==> config.mk <==
export PLATFORM = sky130hd
export DESIGN_NAME = baud_tick_gen
export DESIGN_NICKNAME = d
export VERILOG_FILES = /design/src/rtl/baud_tick_pkg.sv /design/src/rtl/tick_prescaler.sv /design/src/rtl/tick_edge_sync.sv /design/src/rtl/reload_counter.sv /design/src/rtl/baud_tick_gen.sv
export SDC_FILE = /design/constraint.sdc
export NUM_CORES = 1
export LEC_CHECK = 0
export ABC_AREA = 1
export BUFFER_PORTS_ARGS = -buffer_cell sky130_fd_sc_hd__buf_2
export CAP_MARGIN = 15
export CORE_MARGIN = 2
export CORE_UTILIZATION = 50
export DETAILED_ROUTE_END_ITERATION = 10
export PLACE_DENSITY_LB_ADDON = 0.05
export SKIP_CTS_REPAIR_TIMING = 1
export SYNTH_ARGS = -nofsm -noshare
export SYNTH_HDL_FRONTEND = slang
export SYNTH_SLANG_ARGS = --single-unit
==> constraint.sdc <==
create_clock -name clk -period 2.05 [get_ports clk]
set_input_delay 0.205 -clock clk [delete_from_list [all_inputs] [get_ports clk]]
set_output_delay 0.205 -clock clk [all_outputs]
set_load 0.005 [all_outputs]
==> src/rtl/baud_tick_pkg.sv <==
package baud_tick_pkg;

   typedef enum logic [1:0] {
      SRC_DIV12 = 2'b00,
      SRC_SYS   = 2'b01,
      SRC_EXT   = 2'b10,
      SRC_OFF   = 2'b11
   } clk_src_e;

   localparam logic PATH_NARROW = 1'b0;
   localparam logic PATH_WIDE   = 1'b1;

endpackage

==> src/rtl/tick_prescaler.sv <==
module tick_prescaler #(
   parameter int DIV = 12
) (
   input  logic clk,
   input  logic rst_n,
   output logic pulse
);
   localparam int CW = (DIV > 1) ? $clog2(DIV) : 1;
   localparam logic [CW-1:0] LAST = CW'(DIV - 1);

   if (DIV < 2) begin : g_bad_div
      $error("tick_prescaler: DIV must be at least 2");
   end

   logic [CW-1:0] cnt_q;

   always_ff @(posedge clk or negedge rst_n) begin
      if (!rst_n)             cnt_q <= '0;
      else if (cnt_q == LAST) cnt_q <= '0;
      else                    cnt_q <= cnt_q + 1'b1;
   end

   assign pulse = (cnt_q == LAST);


   presc_spacing_chk: assert property (@(posedge clk) disable iff (!rst_n)
      pulse |=> !pulse);

endmodule

==> src/rtl/tick_edge_sync.sv <==
module tick_edge_sync #(
   parameter int STAGES = 2
) (
   input  logic clk,
   input  logic rst_n,
   input  logic async_in,
   output logic rise
);
   if (STAGES < 2) begin : g_bad_stages
      $error("tick_edge_sync: STAGES must be at least 2");
   end

   logic [STAGES-1:0] sync_q;
   logic              prev_q;

   always_ff @(posedge clk or negedge rst_n) begin
      if (!rst_n) begin
         sync_q <= '0;
         prev_q <= 1'b0;
      end else begin
         sync_q <= {sync_q[STAGES-2:0], async_in};
         prev_q <= sync_q[STAGES-1];
      end
   end

   assign rise = sync_q[STAGES-1] & ~prev_q;


   edge_single_chk: assert property (@(posedge clk) disable iff (!rst_n)
      rise |=> !rise);

endmodule

==> src/rtl/reload_counter.sv <==
module reload_counter #(
   parameter int W = 8
) (
   input  logic         clk,
   input  logic         rst_n,
   input  logic         run,
   input  logic         en,
   input  logic [W-1:0] reload,
   output logic         ovf
);
   localparam logic [W-1:0] TOP = {W{1'b1}};

   if (W < 2) begin : g_bad_width
      $error("reload_counter: W must be at least 2");
   end

   logic [W-1:0] cnt_q;

   always_ff @(posedge clk or negedge rst_n) begin
      if (!rst_n)             cnt_q <= '0;
      else if (!run)          cnt_q <= reload;
      else if (en) begin
         if (cnt_q == TOP)    cnt_q <= reload;
         else                 cnt_q <= cnt_q + 1'b1;
      end
   end

   assign ovf = run & en & (cnt_q == TOP);


   reload_after_ovf_chk: assert property (@(posedge clk) disable iff (!rst_n)
      ovf |=> cnt_q == $past(reload));


   hold_when_idle_chk: assert property (@(posedge clk) disable iff (!rst_n)
      (run && !en) |=> $stable(cnt_q));

endmodule

==> src/rtl/baud_tick_gen.sv <==
module baud_tick_gen
   import baud_tick_pkg::*;
#(
   parameter int W8      = 8,
   parameter int W16     = 16,
   parameter int PRE_DIV = 12,
   parameter int SYNC_N  = 2,
   parameter bit OUT_REG = 1'b1
) (
   input  logic           clk,
   input  logic           rst_n,
   input  logic           ext_clk,
   input  logic [1:0]     t8_src,
   input  logic [W8-1:0]  t8_reload,
   input  logic           t8_run,
   input  logic           dbl_rate,
   input  logic [W16-1:0] t16_reload,
   input  logic           t16_run,
   input  logic           tx_sel,
   input  logic           rx_sel,
   output logic           tx_tick,
   output logic           rx_tick
);
   if (W16 < W8) begin : g_bad_widths
      $error("baud_tick_gen: W16 must not be narrower than W8");
   end

   logic pre_pulse, ext_rise, en8, ovf8, ovf16, half_q, tick8;
   logic tx_d, rx_d;
   clk_src_e src;

   tick_prescaler #(.DIV(PRE_DIV)) u_pre (
      .clk(clk), .rst_n(rst_n), .pulse(pre_pulse));

   tick_edge_sync #(.STAGES(SYNC_N)) u_sync (
      .clk(clk), .rst_n(rst_n), .async_in(ext_clk), .rise(ext_rise));

   assign src = clk_src_e'(t8_src);

   always_comb begin
      case (src)
         SRC_DIV12: en8 = pre_pulse;
         SRC_SYS:   en8 = 1'b1;
         SRC_EXT:   en8 = ext_rise;
         default:   en8 = 1'b0;
      endcase
   end

   reload_counter #(.W(W8)) u_narrow (
      .clk(clk), .rst_n(rst_n), .run(t8_run), .en(en8),
      .reload(t8_reload), .ovf(ovf8));

   reload_counter #(.W(W16)) u_wide (
      .clk(clk), .rst_n(rst_n), .run(t16_run), .en(1'b1),
      .reload(t16_reload), .ovf(ovf16));

   always_ff @(posedge clk or negedge rst_n) begin
      if (!rst_n)      half_q <= 1'b0;
      else if (!t8_run) half_q <= 1'b0;
      else if (ovf8)   half_q <= ~half_q;
   end

   assign tick8 = ovf8 & (dbl_rate | half_q);

   assign tx_d = (tx_sel == PATH_WIDE) ? ovf16 : tick8;
   assign rx_d = (rx_sel == PATH_WIDE) ? ovf16 : tick8;

   if (OUT_REG) begin : g_out_reg
      logic tx_q, rx_q;
      always_ff @(posedge clk or negedge rst_n) begin
         if (!rst_n) begin
            tx_q <= 1'b0;
            rx_q <= 1'b0;
         end else begin
            tx_q <= tx_d;
            rx_q <= rx_d;
         end
      end
      assign tx_tick = tx_q;
      assign rx_tick = rx_q;


      stopped_quiet_chk: assert property (@(posedge clk) disable iff (!rst_n)
         (!t8_run && !t16_run) |=> (!tx_tick && !rx_tick));
   end else begin : g_out_comb
      assign tx_tick = tx_d;
      assign rx_tick = rx_d;


      stopped_quiet_chk: assert property (@(posedge clk) disable iff (!rst_n)
         (!t8_run && !t16_run) |-> (!tx_tick && !rx_tick));
   end

endmodule

==> metrics.csv, run 1 <==
stage,metric,value,unit
global_routing,global-route usage over all layers,20.4,%
clock_tree,post-CTS clock slew at the launch and capture registers of the worst setup and hold paths,0.07,ns
logic_synthesis,share of cell area taken by muxes after synthesis,0,%
global_routing,via count of the first global-routing pass,1699,
global_routing,antenna violations before repair,0,
critical_path,launching element of the worst setup path,u_wide.cnt_q[0]$_DFF_PN0_,
critical_path,critical-path cell list,"ha_1, inv_2, nor2_4, nand3_1, nor2_2, nor2_1, nand2_1, nand2_1, inv_1",
critical_path,data required time of the worst path,2.24,ns
routing,via total after detailed routing,1852,
critical_path,cell class contributing the biggest share of worst-path delay,simple AND/OR/NAND/NOR gates,
logic_synthesis,post-synthesis area per instance,7.18,sq um
die,std cell rows,23,
placement,IO Port Bufs,35,
critical_path,crit-path most repeated cell,sky130_fd_sc_hd__nand2_1,
final_layout,antenna cell count,0,
final_layout,fin cells,377,
logic_synthesis,syn_nets,323,
final_layout,share of final-layout standard cells stronger than drive strength 1,17.4,%
die,Die Height,68.1,microns
sta,Worst Max-Slew Pin Slew,0.752,ns
sta,Final setup violation count,0,
clock_tree,root buffer selected by CTS,sky130_fd_sc_hd__clkbuf_8,
placement,GPL Wtd Cong,0.803,
sta,setup repair after global routing missed its margin,false,
logic_synthesis,post-synthesis instance area,2050,sq um
routing,overall routed net length,4180,microns
logic_synthesis,area fraction in compound gates after synthesis,5.48,%
critical_path,crit path buf inv count,2,
status,result of the run,"complete, but fails checks",
critical_path,arrival time reported for the critical path endpoint,1.90,ns
global_routing,global-route wire length before repair,7070,microns
sta,Sum Neg Setup Slack,0,ns
global_routing,pin count of the biggest net entering global routing,35,
sta,number of pins exceeding their max-slew limit in the final report,0,
power,cell area power density,684,nW/um^2
sta,slew margin rel.,49.9,%
worst_hold_path,Hold WC Path Type,input pin to asynchronous set/reset pin,
sta,final worst-path cycle share,83.7,%
clock_tree,clock insertion delay at the later pin of the skew report,0.28,ns
power,leak pwr,0.00134,uW
logic_synthesis,Yosys reg bits,34,
power,worst ir drop on vdd,0.000437,V
logic_synthesis,Synth Area in Adders,1.83,%
die,initial core utilization,51.7,%
clock_tree,number of buffers added by the clock tree synthesis step,5,
placement,DP Cell Count,369,
critical_path,startpoint of the most critical register-to-register path,u_wide.cnt_q[0]$_DFF_PN0_,
critical_path,slowest cell on the critical path,sky130_fd_sc_hd__dfrtp_1,
sta,Setup Skew,0.00291,ns
routing,starting DRC count in detailed routing,82,
final_layout,most frequent cells in the layout,"sky130_fd_sc_hd__nand2_1, sky130_fd_sc_hd__inv_1, sky130_fd_sc_hd__buf_2, sky130_fd_sc_hd__dfrtp_1, sky130_fd_sc_hd__nand3_1",
critical_path,max incr delay on CP,0.40,ns
sta,f_max,583,MHz
logic_synthesis,Synthesis Warnings,0,
status,failing checks,hold timing,
die,Die X,68.1,microns
final_layout,layout net count,363,
critical_path,total stage count of the critical path,9,
die,I/O pin count,36,
critical_path,Reg2Reg Setup Slack,0.33,ns
sta,final critical delay including setup and external delays,1.72,ns
final_layout,"commonest non-fill, non-tap cell in the layout",sky130_fd_sc_hd__nand2_1,
die,DIE AREA,4640,sq um
final_layout,fillers,402,
logic_synthesis,synthesized instance count,286,
routing,Final ANT Viol Nets,0,
logic_synthesis,"share of synthesized cell area in and, or, nand and nor gates",38.1,%
logic_synthesis,register area share after synthesis,41.4,%
critical_path,worst setup path class,flop to flop,
logic_synthesis,count of distinct cell types in the synthesized netlist,25,
critical_path,FF-to-FF End,u_wide.cnt_q[15]$_DFF_PN0_,
logic_synthesis,largest family of logic cells by synthesized area,simple AND/OR/NAND/NOR gates,
sta,final worst hold slack,-0.0182,ns
logic_synthesis,post-synthesis share of cell area spent on xor and xnor gates,3.84,%
routing,post-DR vias/cell,4.91,
clock_tree,CTS tree,built,
critical_path,type of element launching the critical path,flop,
clock_tree,sinks on the clock net,34,
die,Core ar.,3970,sq um
routing,final routed DRC violation total,0,
routing,post-detailed-route wirelength per cell,11.1,microns
final_layout,area delta synth->final,14.7,%
clock_tree,maximum clock path buffer count,2,
placement,Detail Placement HPWL,3050,microns
critical_path,depth of the worst register-to-register path,9,
global_routing,gr ovfl total,0,
sta,"Hold Violations, Final",26,
critical_path,sort of element at the end of the critical path,flop,
job,number of max-capacitance violations reported,0,
critical_path,largest fanout of any net on the critical path,6,
clock_tree,# H-tree levels,2,
routing,drt first pass iters,5,
[where the power goes]
group	switching (uW)	internal [uW]
Combinational	177	118
Clock	242	271
Sequential	68.9	736
Total	487	1120
[per-stage QoR]
stage	util (%)	worst slack (ns)	hold slack (ns)	area (sq um)	total power, uW
final	59.4	0.334	-0.0182	2360	1610
after floorplan	-	0.612	-0.0906	2050	1010
after CTS	59.4	0.297	0.0179	2360	1630
after global routing	59.4	0.135	0.0148	2360	1710
after detailed placement	57.1	0.310	0.324	2270	1110
after global placement	57.1	0.313	0.314	2270	1110
[worst max path at each step]
| stage | to | slack [ns] |
|---|---|---|
| floorplan | u_wide.cnt_q[3]$_DFF_PN0_ | 0.61 |
| global placement | u_wide.cnt_q[15]$_DFF_PN0_ | 0.31 |
| detailed placement | u_wide.cnt_q[15]$_DFF_PN0_ | 0.31 |
| CTS | u_wide.cnt_q[15]$_DFF_PN0_ | 0.30 |
| global route | u_wide.cnt_q[3]$_DFF_PN0_ | 0.13 |
| finish | u_wide.cnt_q[15]$_DFF_PN0_ | 0.33 |
[synthesized netlist by cell type (all sizes together)]
cell type	n	area share, %
nand2	98	19
inv	43	7.9
nor2	35	8.4
dfrtp	34	41
nand3	29	7.1
o21ai	18	4.4
nand4	5	1.5
xor2	5	2.1
xnor2	4	1.7
a21oi	3	0.73
ha	3	1.8
nand3b	3	1.1
buf	2	1.3
a21boi	1	0.37
clkinv	1	0.18
nor3	1	0.24
or2	1	0.30
[state kept, by name (all words and copies together) (netlist names)]
name	cells
half_q	1
u_sync.sync_q	2
tx_tick	1
u_wide.cnt_q	16
u_sync.prev_q	1
u_narrow.cnt_q	8
u_pre.cnt_q	4
rx_tick	1
[worst reg2reg max path: stages, from the launching register on]
cell and delay, ns:
sky130_fd_sc_hd__dfrtp_1 0.40, sky130_fd_sc_hd__ha_1 0.27, sky130_fd_sc_hd__inv_2 0.09, sky130_fd_sc_hd__nor2_4 0.05, sky130_fd_sc_hd__nand3_1 0.17, sky130_fd_sc_hd__nor2_2 0.07
sky130_fd_sc_hd__nor2_1 0.36, sky130_fd_sc_hd__nand2_1 0.11, sky130_fd_sc_hd__nand2_1 0.07, sky130_fd_sc_hd__inv_1 0.03
[cells by family after synthesis]
| group | count (synthesis) |
|---|---|
| XOR/XNOR | 9 |
| AND/OR/NAND/NOR | 172 |
| adder cells (fa/ha/maj) | 3 |
| flip-flops | 34 |
| buffers and inverters | 46 |
| AO/OA/AOI/OAI | 22 |
[per-layer routing]
layer | GRT usage (%) | wire [microns] | vias to the layer above | share of wire, %
met1 | 24.2 | 1900 | 838 | 46
li1 | - | - | 970 | -
met3 | 5.43 | 182 | 8 | 4.4
met5 | 0 | 0 | - | 0
met2 | 35.7 | 2030 | 36 | 48
met4 | 6.75 | 66 | 0 | 1.6
[layout make-up]
cell class,count,area (sq um),share of cell area [%]
Timing Repair Buffer,35,175,7.43
Inverter,44,165,7.01
Multi-Input combinational cell,206,1010,42.9
Clock inverter,1,5.00,0.212
Sequential cell,34,851,36.1
Clock buffer,7,86.3,3.66
Tap cell,50,62.6,2.65
Power figures use the tool's default switching activity.
==> run 2: changes to the inputs <==
==> constraint.sdc (replaced) <==
create_clock -name clk -period 1.8 [get_ports clk]
set_input_delay 0.18 -clock clk [delete_from_list [all_inputs] [get_ports clk]]
set_output_delay 0.18 -clock clk [all_outputs]
set_load 0.005 [all_outputs]
==> metrics.csv, run 2 (synthesis results as in run 1) <==
stage,metric,value,unit,change
routing,overall routed net length,4260,microns,+1.9%
routing,drt first pass iters,5,,unchanged
die,I/O pin count,36,,unchanged
placement,Detail Placement HPWL,3120,microns,+2.1%
placement,GPL Wtd Cong,0.813,,+1.2%
routing,uppermost routed layer,met4,,
sta,final critical delay including setup and external delays,1.57,ns,-0.144 ns
status,result of the run,"complete, but fails checks",,
routing,met2 routed WL,2050,microns,+0.89%
die,std cell rows,23,,unchanged
status,failing checks,hold timing,,
sta,Setup Skew,0.0108,ns,+0.00793 ns
die,Die X,68.1,microns,unchanged
sta,Worst Max-Slew Pin Slew,0.765,ns,+0.0127 ns
critical_path,sort of element at the end of the critical path,flop,,
die,initial core utilization,51.7,%,unchanged
worst_hold_path,Hold WC Path Type,input pin to asynchronous set/reset pin,,
routing,met1 wire length,1950,microns,+2.6%
die,DIE AREA,4640,sq um,unchanged
global_routing,pin count of the biggest net entering global routing,35,,unchanged
clock_tree,# H-tree levels,2,,unchanged
final_layout,Largest register FFs,16,,unchanged
sta,setup repair after global routing missed its margin,false,,
global_routing,global-route wire length before repair,7450,microns,+5.5%
final_layout,layout net count,369,,+1.7%
critical_path,crit-path most repeated cell,sky130_fd_sc_hd__nor2_1,,
critical_path,max incr delay on CP,0.38,ns,-0.02 ns
clock_tree,CTS tree,built,,
critical_path,largest fanout of any net on the critical path,6,,unchanged
clock_tree,sinks on the clock net,34,,unchanged
global_routing,via count of the first global-routing pass,1749,,+2.9%
clock_tree,maximum clock path buffer count,2,,unchanged
final_layout,area delta synth->final,17.4,%,
clock_tree,clock insertion delay at the later pin of the skew report,0.29,ns,about the same
die,Core ar.,3970,sq um,unchanged
die,Die Height,68.1,microns,unchanged
clock_tree,root buffer selected by CTS,sky130_fd_sc_hd__clkbuf_8,,
critical_path,slowest cell on the critical path,sky130_fd_sc_hd__dfrtp_1,,
final_layout,share of final-layout standard cells stronger than drive strength 1,19.2,%,+1.8 points
final_layout,leading registers by flop count,"u_wide.cnt_q x16, u_narrow.cnt_q x8, u_pre.cnt_q x4",,
global_routing,gr ovfl total,0,,unchanged
critical_path,data required time of the worst path,1.99,ns,-0.25 ns
clock_tree,number of buffers added by the clock tree synthesis step,5,,unchanged
critical_path,depth of the worst register-to-register path,9,,unchanged
routing,Final ANT Viol Nets,0,,unchanged
routing,starting DRC count in detailed routing,82,,unchanged
critical_path,type of element launching the critical path,flop,,
sta,final worst-path cycle share,87.3,%,+3.6 points
global_routing,global-route usage over all layers,21.7,%,+1.3 points
sta,"Hold Violations, Final",34,,+31%
power,worst ir drop on vdd,0.000586,V,+34%
placement,IO Port Bufs,35,,unchanged
clock_tree,post-CTS clock slew at the launch and capture registers of the worst setup and hold paths,0.08,ns,about the same
final_layout,register bank with the most flops,u_wide.cnt_q,,
critical_path,worst setup path class,flop to flop,,
sta,Final setup violation count,0,,unchanged
power,leak pwr,0.00137,uW,+1.9%
sta,slew margin rel.,49.0,%,-0.85 points
final_layout,antenna cell count,0,,unchanged
final_layout,most frequent cells in the layout,"sky130_fd_sc_hd__nand2_1, sky130_fd_sc_hd__inv_1, sky130_fd_sc_hd__buf_2, sky130_fd_sc_hd__dfrtp_1, sky130_fd_sc_hd__nand3_1",,
sta,number of pins exceeding their max-slew limit in the final report,0,,unchanged
sta,f_max,636,MHz,+9.2%
routing,via total after detailed routing,1833,,-1.0%
critical_path,critical-path cell list,"ha_2, inv_2, nor2_4, nand3_1, nor2_2, nor2_1, buf_4, nor2_1, nor2_1",,
power,total power,1860,uW,+16%
routing,post-detailed-route wirelength per cell,11.1,microns,+0.32%
global_routing,antenna violations before repair,0,,unchanged
power,cell area power density,773,nW/um^2,+13%
job,number of max-capacitance violations reported,0,,unchanged
sta,final worst hold slack,-0.0491,ns,-0.0309 ns
critical_path,arrival time reported for the critical path endpoint,1.76,ns,-0.14 ns
final_layout,"commonest non-fill, non-tap cell in the layout",sky130_fd_sc_hd__nand2_1,,
sta,Sum Neg Setup Slack,0,ns,unchanged
routing,final routed DRC violation total,0,,unchanged
routing,DR WL met3,198,microns,+8.8%
routing,post-DR vias/cell,4.79,,-2.6%
==> run 2: final cells by class <==
type	count	area (sq um)
well taps	50	62.6
fillers	374	1560
clock inverters	2	12.5
clock buffers	6	82.6
multi-input cells	206	1010
repair buffers	41	223
inverters	44	165
flip-flops and latches	34	851
==> run 2: final timing paths <==
kind                                            startpoint                    endpoint  slack, ns
worst max register to register   u_wide.cnt_q[0]$_DFF_PN0_  u_wide.cnt_q[10]$_DFF_PN0_       0.23
worst min register to register  u_sync.sync_q[0]$_DFF_PN0_  u_sync.sync_q[1]$_DFF_PN0_       0.35
min in group clk                             t16_reload[1]   u_wide.cnt_q[1]$_DFF_PN0_       0.09
worst min-delay path                                 rst_n  u_wide.cnt_q[11]$_DFF_PN0_      -0.05
worst max-delay path             u_wide.cnt_q[0]$_DFF_PN0_  u_wide.cnt_q[10]$_DFF_PN0_       0.23
max in group asynchronous                            rst_n  u_sync.sync_q[0]$_DFF_PN0_       1.35
==> run 2: critical path: cells and delay by family, from the launching register on <==
family	cells	cell delay (ns)
buffers and inverters	2	0.20
DFF	1	0.38
adders and majority gates	1	0.24
and+or+nand+nor	6	0.65
==> run 2: routing by layer <==
layer	up-vias	GRT usage, %
met5	-	0
met4	0	8.25
met3	7	5.10
met2	40	37.6
met1	808	26.0
li1	978	-
==> run 2: where the power goes <==
| group | switching, uW | internal, uW |
|---|---|---|
| combinational | 205 | 145 |
| sequential | 79.6 | 838 |
| clock | 288 | 307 |
| total | 572 | 1290 |
==> run 2: per-stage QoR <==
step / worst slack [ns] / instance area (sq um) / utilization (%) / std cells
final: 0.228 / 2410 / 60.7 / 383
after floorplan: 0.362 / 2050 / - / 286
after global placement: 0.231 / 2300 / 58.0 / 374
after global routing: 0.00417 / 2410 / 60.7 / 383
after CTS: 0.176 / 2400 / 60.4 / 382
after detailed placement: 0.201 / 2300 / 58.0 / 374
